**src/rtl/sst_pkg.sv**
```systemverilog
package sst_pkg;

   typedef enum int unsigned {
      ALM_MATCH = 0,
      ALM_INTV  = 1
   } alarm_idx_e;

   localparam int unsigned NUM_ALARMS = 2;

   function automatic logic any_enabled(input logic [NUM_ALARMS-1:0] pend,
                                        input logic [NUM_ALARMS-1:0] ena);
      return |(pend & ena);
   endfunction

endpackage

```
**src/rtl/sst_count_chain.sv**
```systemverilog
module sst_count_chain #(
   parameter int SUB_W = 8,
   parameter int SEC_W = 32
) (
   input  logic             clk,
   input  logic             rst_n,
   input  logic             run,
   input  logic             tick,
   output logic             adv,
   output logic             sec_step,
   output logic [SUB_W-1:0] sub_q,
   output logic [SEC_W-1:0] sec_q
);

   localparam logic [SUB_W-1:0] SUB_TOP = {SUB_W{1'b1}};

   if (SUB_W < 1 || SEC_W < 1) begin : g_bad_width
      $error("sst_count_chain: widths must be positive");
   end

   assign adv      = run & tick;
   assign sec_step = adv & (sub_q == SUB_TOP);

   always_ff @(posedge clk or negedge rst_n) begin
      if (!rst_n) begin
         sub_q <= '0;
         sec_q <= '0;
      end else begin
         if (adv)      sub_q <= sub_q + 1'b1;
         if (sec_step) sec_q <= sec_q + 1'b1;
      end
   end

   AST_SUB_STEP: assert property (@(posedge clk) disable iff (!rst_n)
      (run && tick) |=> (sub_q == SUB_W'($past(sub_q) + 1'b1)));

   AST_HOLD_IDLE: assert property (@(posedge clk) disable iff (!rst_n)
      !(run && tick) |=> ($stable(sub_q) && $stable(sec_q)));

   AST_SEC_CARRY: assert property (@(posedge clk) disable iff (!rst_n)
      (run && tick && sub_q == SUB_TOP) |=> (sec_q == SEC_W'($past(sec_q) + 1'b1) && sub_q == '0));

endmodule

```
**src/rtl/sst_match_alarm.sv**
```systemverilog
module sst_match_alarm #(
   parameter int MATCH_W = 20
) (
   input  logic               clk,
   input  logic               rst_n,
   input  logic               sec_step,
   input  logic [MATCH_W-1:0] sec_low,
   input  logic [MATCH_W-1:0] match_val,
   input  logic               clr,
   output logic               pend
);

   logic [MATCH_W-1:0] next_low;
   logic               hit;

   if (MATCH_W < 1) begin : g_bad_width
      $error("sst_match_alarm: MATCH_W must be positive");
   end

   // Compare the value the seconds counter is about to take, so the flag
   // rises once on entry into a matching second.
   assign next_low = sec_low + 1'b1;
   assign hit      = sec_step & (next_low == match_val);

   always_ff @(posedge clk or negedge rst_n) begin
      if (!rst_n)   pend <= 1'b0;
      else if (hit) pend <= 1'b1;
      else if (clr) pend <= 1'b0;
   end

   AST_MATCH_ON_STEP: assert property (@(posedge clk) disable iff (!rst_n)
      $rose(pend) |-> $past(sec_step));

   AST_MATCH_SET_WINS: assert property (@(posedge clk) disable iff (!rst_n)
      (sec_step && next_low == match_val && clr) |=> pend);

endmodule

```
**src/rtl/sst_interval_alarm.sv**
```systemverilog
module sst_interval_alarm #(
   parameter int RELOAD_W = 32
) (
   input  logic                clk,
   input  logic                rst_n,
   input  logic                adv,
   input  logic                load,
   input  logic [RELOAD_W-1:0] reload_val,
   input  logic                clr,
   output logic                pend
);

   localparam logic [RELOAD_W-1:0] ONE = RELOAD_W'(1);

   logic [RELOAD_W-1:0] dcnt;
   logic                fire;

   if (RELOAD_W < 1) begin : g_bad_width
      $error("sst_interval_alarm: RELOAD_W must be positive");
   end

   // A zero count is the idle state: nothing counts and nothing fires.
   assign fire = adv & ~load & (dcnt == ONE);

   always_ff @(posedge clk or negedge rst_n) begin
      if (!rst_n) begin
         dcnt <= '0;
      end else if (load) begin
         dcnt <= reload_val;
      end else if (adv && dcnt != '0) begin
         if (dcnt == ONE) dcnt <= reload_val;
         else             dcnt <= dcnt - 1'b1;
      end
   end

   always_ff @(posedge clk or negedge rst_n) begin
      if (!rst_n)    pend <= 1'b0;
      else if (fire) pend <= 1'b1;
      else if (clr)  pend <= 1'b0;
   end

   AST_INTV_ON_EXPIRY: assert property (@(posedge clk) disable iff (!rst_n)
      $rose(pend) |-> $past(adv && dcnt == ONE));

   AST_INTV_IDLE_ZERO: assert property (@(posedge clk) disable iff (!rst_n)
      (dcnt == '0 && !load) |=> (dcnt == '0));

   AST_INTV_NO_RUN: assert property (@(posedge clk) disable iff (!rst_n)
      (!adv && !load) |=> $stable(dcnt));

endmodule

```
**src/rtl/subsec_timer_core.sv**
```systemverilog
module subsec_timer_core #(
   parameter int SUB_W    = 8,
   parameter int SEC_W    = 32,
   parameter int MATCH_W  = 20,
   parameter int RELOAD_W = 32,
   parameter bit IRQ_REG  = 1'b0
) (
   input  logic                clk,
   input  logic                rst_n,
   input  logic                run,
   input  logic                tick,
   input  logic [MATCH_W-1:0]  match_val,
   input  logic [RELOAD_W-1:0] reload_val,
   input  logic                reload_load,
   input  logic                match_ie,
   input  logic                intv_ie,
   input  logic                match_clr,
   input  logic                intv_clr,
   output logic [SUB_W-1:0]    sub_cnt,
   output logic [SEC_W-1:0]    sec_cnt,
   output logic                match_pend,
   output logic                intv_pend,
   output logic                irq
);
   import sst_pkg::*;

   if (MATCH_W > SEC_W) begin : g_bad_match
      $error("subsec_timer_core: MATCH_W cannot exceed SEC_W");
   end

   logic                  adv;
   logic                  sec_step;
   logic [NUM_ALARMS-1:0] pend_v;
   logic [NUM_ALARMS-1:0] ie_v;
   logic                  irq_c;

   sst_count_chain #(.SUB_W(SUB_W), .SEC_W(SEC_W)) u_cnt (
      .clk      (clk),
      .rst_n    (rst_n),
      .run      (run),
      .tick     (tick),
      .adv      (adv),
      .sec_step (sec_step),
      .sub_q    (sub_cnt),
      .sec_q    (sec_cnt)
   );

   sst_match_alarm #(.MATCH_W(MATCH_W)) u_match (
      .clk       (clk),
      .rst_n     (rst_n),
      .sec_step  (sec_step),
      .sec_low   (sec_cnt[MATCH_W-1:0]),
      .match_val (match_val),
      .clr       (match_clr),
      .pend      (match_pend)
   );

   sst_interval_alarm #(.RELOAD_W(RELOAD_W)) u_intv (
      .clk        (clk),
      .rst_n      (rst_n),
      .adv        (adv),
      .load       (reload_load),
      .reload_val (reload_val),
      .clr        (intv_clr),
      .pend       (intv_pend)
   );

   assign pend_v[ALM_MATCH] = match_pend;
   assign pend_v[ALM_INTV]  = intv_pend;
   assign ie_v[ALM_MATCH]   = match_ie;
   assign ie_v[ALM_INTV]    = intv_ie;
   assign irq_c             = any_enabled(pend_v, ie_v);

   if (IRQ_REG) begin : g_irq_reg
      always_ff @(posedge clk or negedge rst_n) begin
         if (!rst_n) irq <= 1'b0;
         else        irq <= irq_c;
      end
   end else begin : g_irq_comb
      assign irq = irq_c;

      AST_IRQ_QUIET: assert property (@(posedge clk) disable iff (!rst_n)
         ((!match_pend || !match_ie) && (!intv_pend || !intv_ie)) |-> !irq);

      AST_IRQ_LOUD: assert property (@(posedge clk) disable iff (!rst_n)
         ((match_pend && match_ie) || (intv_pend && intv_ie)) |-> irq);
   end

   AST_CLR_OTHER: assert property (@(posedge clk) disable iff (!rst_n)
      (match_clr && !intv_clr && intv_pend) |=> intv_pend);

endmodule

```
**config.mk**
```make
export PLATFORM = sky130hd
export DESIGN_NAME = subsec_timer_core
export DESIGN_NICKNAME = d
export VERILOG_FILES = /design/src/rtl/sst_pkg.sv /design/src/rtl/sst_count_chain.sv /design/src/rtl/sst_match_alarm.sv /design/src/rtl/sst_interval_alarm.sv /design/src/rtl/subsec_timer_core.sv
export SDC_FILE = /design/constraint.sdc
export NUM_CORES = 1
export LEC_CHECK = 0
export ABC_AREA = 1
export BUFFER_PORTS_ARGS = -buffer_cell sky130_fd_sc_hd__buf_2
export CAP_MARGIN = 20
export CORE_UTILIZATION = 40
export DETAILED_ROUTE_END_ITERATION = 8
export PLACE_DENSITY = 0.67
export SETUP_SLACK_MARGIN = 0.5
export SLEW_MARGIN = 20
export SYNTH_ARGS = -nofsm -noshare
export SYNTH_HDL_FRONTEND = slang
export SYNTH_SLANG_ARGS = --single-unit
```
**constraint.sdc**
```tcl
create_clock -name clk -period 5.15 [get_ports clk]
set_input_delay 0.7725 -clock clk [delete_from_list [all_inputs] [get_ports clk]]
set_output_delay 0.7725 -clock clk [all_outputs]
set_load 0.05 [all_outputs]
```
==> impl_metrics.py <==
metrics = {
    "floorplanning": {
        "start_util_pct": 40.9,
        "die_y_um": 115,
        "fp.dieW_um": 115,
        "std_cell_rows": 41,
        "ioPinCount": 104,
        "core_um2": 12600,
        "dieArea_um2": 13300,
    },
    "synth": {
        "ys.flop_type": "dfrtp_1",
        "async_flop_share_pct": 100,
        "synth-edff-count": 0,
        "avgSynthCellArea_um2": 7.10,
        "ys_ff_latch": 74,
        "yosys_warnings": 0,
        "syn_area_um2": 5140,
        "synth_top_area_share_pct": 36.0,
        "synthTopCellsByArea": "dfrtp_1 (36%), nand2_1 (16%), nor2_1 (6.0%)",
        "netlist_instances": 724,
        "syn-num-nets": 789,
        "synth_top_area_cell": "dfrtp_1",
        "synth.distinct_cells": 41,
        "yosysSeqAreaShare_pct": 36.0,
    },
    "finish": {
        "area_growth_pct": 18.8,
        "final_util_pct": 48.6,
        "nets": 888,
        "diodes": 0,
        "final_layout_size_suffix_gt1_share_pct": 21.0,
    },
    "timing": {
        "timing.hold.ws_ns": 0.481,
        "fin_crit_ns": 2.69,
        "setup_viol": 0,
        "grt_setup_unrepaired": "no",
        "timing.fmax_mhz": 372,
        "skew_ns": 0.00825,
        "relSlewSlack_pct": 32.1,
        "setup_tns_ns": 0,
        "final.period_utilization_pct": 52.2,
        "worstMarginPinSlew_ns": 1.02,
        "hold_viol": 0,
        "slew_violations": 0,
    },
    "clock_tree": {
        "cts.clk_slew.worst_paths_ns": 0.06,
        "clock-sinks": 74,
        "post_cts_buffers": 0,
        "root_buffer": "clkbuf_16",
        "cts_htree_levels": 3,
        "postCtsHoldBufs": 0,
        "clkLatencyLatePin_ns": 0.34,
        "cts_resized": 0,
        "clockBufferDepth": 2,
        "cts-buffers-inserted": 9,
        "cts_tree": "yes",
    },
    "route": {
        "vias_per_cell": 4.84,
        "via_count": 4841,
        "drtIter0Drc": 282,
        "drc_errors": 0,
        "detail_route.wl_per_cell_um": 12.8,
        "postRouteAntennaNets": 0,
        "wl_um": 12800,
        "dr.pass1.iters": 5,
    },
    "critical_path": {
        "startpoint_type": "flip-flop",
        "crit_path_end_kind": "flip-flop",
        "cp.arrival_ns": 2.95,
        "crit_chain": "inv_1, ha_1, nand2_2, nor2_2, inv_2, nor2_2, nand3_1, nand2_1, nand2_2, inv_2, nand2_1, o21ai_0",
        "cp.depth": 12,
        "cp_data_required_time_ns": 5.41,
        "path_class": "reg2reg",
        "slowest_stage": "nand2_2",
        "slowest_delay_ns": 0.55,
        "path_max_fanout": 50,
        "critical_path_buf_inv_count": 3,
        "reg2reg_depth": 12,
        "crit_family": "simple AND/OR/NAND/NOR gates",
    },
    "global_route": {
        "grt_pass1_vias": 4417,
        "grt_max_degree": 75,
        "globalRouteOverflowTotal": 0,
        "grt_first_pass_wirelength_um": 20900,
        "grtUsageTotal_pct": 20.2,
        "antenna_found_initial": 0,
    },
    "status": {
        "outcome": "finished, final reports clean",
    },
    "worst_hold_path": {
        "whs_path_depth": 1,
        "hp-class": "reg2reg",
    },
    "power": {
        "peakVddDrop_uv": 280,
        "power_leakage_uw": 0.00297,
        "cellPowerDensity_nw_per_um2": 290,
    },
    "place": {
        "place_congestion": 0.843,
        "post-dp-hpwl_um": 9480,
        "port_buffers": 103,
    },
    "job": {
        "maxCapViolCount": 0,
    },
}
-- registers in the layout, summed over array words and instances, names as in the netlist --
| name | count |
|---|---|
| u_intv.dcnt | 32 |
| u_cnt.sub_q | 8 |
| u_intv.pend | 1 |
| u_match.pend | 1 |
| u_cnt.sec_q | 32 |
-- metrics by stage --
step	setup WS (ns)	power (µW)	cells	area [µm²]
floorplan	2.99	974	724	5140
global placement	2.54	1080	983	5760
detailed placement	2.49	1080	983	5760
CTS	2.48	1790	999	6090
finish	2.46	1770	1000	6100
global route	2.20	1860	1000	6100
-- final timing paths --
check                           startpoint         endpoint  slack, ns
max                         u_intv.dcnt[0]   u_intv.dcnt[4]       2.46
min                        u_cnt.sec_q[31]  u_cnt.sec_q[31]       0.48
max reg2reg                 u_intv.dcnt[0]   u_intv.dcnt[4]       2.46
min reg2reg                u_cnt.sec_q[31]  u_cnt.sec_q[31]       0.48
max in group asynchronous            rst_n  u_intv.dcnt[26]       3.93
min in group asynchronous            rst_n   u_cnt.sec_q[0]       0.60
-- area by class of cell --
| class | count | area [µm²] |
|---|---|---|
| Clock buffer | 12 | 256 |
| Tap cell | 172 | 215 |
| Timing Repair Buffer | 104 | 529 |
| Sequential cell | 74 | 1850 |
| Multi-Input combinational cell | 558 | 2890 |
| Inverter | 76 | 285 |
| Clock inverter | 4 | 73.8 |
| Fill cell | 1307 | 6460 |
-- placed cells by master (no fill, tap or decap), types with 2 or more instances in the layout --
cell,Yosys,routed
nand4_1,13,13
nand2_1,223,223
clkbuf_16,0,9
nand3_1,45,45
a21oi_1,4,4
o21ai_0,37,37
bufinv_16,0,2
o21ai_1,15,15
a31oi_1,2,2
xnor2_1,15,15
clkbuf_8,0,2
nor3_1,9,9
o21ai_2,4,4
nor4_1,2,2
inv_1,67,67
nand2_2,4,4
nor2_4,4,4
inv_2,8,8
o21bai_1,4,4
nand3_2,5,5
buf_2,8,102
nand3b_1,10,10
or2_0,7,7
o211ai_1,3,3
xor2_1,29,29
dfrtp_1,74,74
nor2_1,82,82
ha_1,4,4
o22ai_2,2,2
o211ai_2,7,7
nor2_2,15,15
or2_1,4,4
-- layer usage --
layer	up-vias	routed length (µm)	track usage (%)
li1	2521	-	-
met1	2183	6030	26.8
met2	120	5780	32.3
met3	17	697	5.22
met4	0	268	6.49
met5	-	0	0
-- power by group --
group	leakage (µW)	internal [µW]	switching, µW
clock	0.000163	451	247
sequential	0.000923	640	73.1
combinational	0.00188	120	237
-- worst reg2reg max path, stage by stage, from the launching register on --
cell and delay [ns]:
dfrtp_1 0.39, inv_1 0.14, ha_1 0.21, nand2_2 0.11
nor2_2 0.15, inv_2 0.06, nor2_2 0.13, nand3_1 0.10
nand2_1 0.08, nand2_2 0.55, inv_2 0.52, nand2_1 0.08
o21ai_0 0.08
-- cell usage after synthesis (all sizes together) (10+ instances only) --
master	number
xor2	29
nor2	101
o21ai	56
nand2	228
nor3	10
dfrtp	74
nand3b	11
nand3	50
or2	12
buf	13
xnor2	15
o211ai	10
inv	75
nand4	14
-- cell families (layout without fill, tap and decap cells) --
| family | count (synthesis) | count (layout) | share of synthesized area, % |
|---|---|---|---|
| flip-flops | 74 | 74 | 36.0 |
| adder cells (fa/ha/maj) | 4 | 4 | 0.974 |
| buffers and inverters | 92 | 196 | 7.65 |
| AO/OA/AOI/OAI | 80 | 80 | 9.94 |
| AND/OR/NAND/NOR | 430 | 430 | 37.9 |
| XOR/XNOR | 44 | 44 | 7.50 |
No activity file was read; power rests on OpenSTA's default activity.
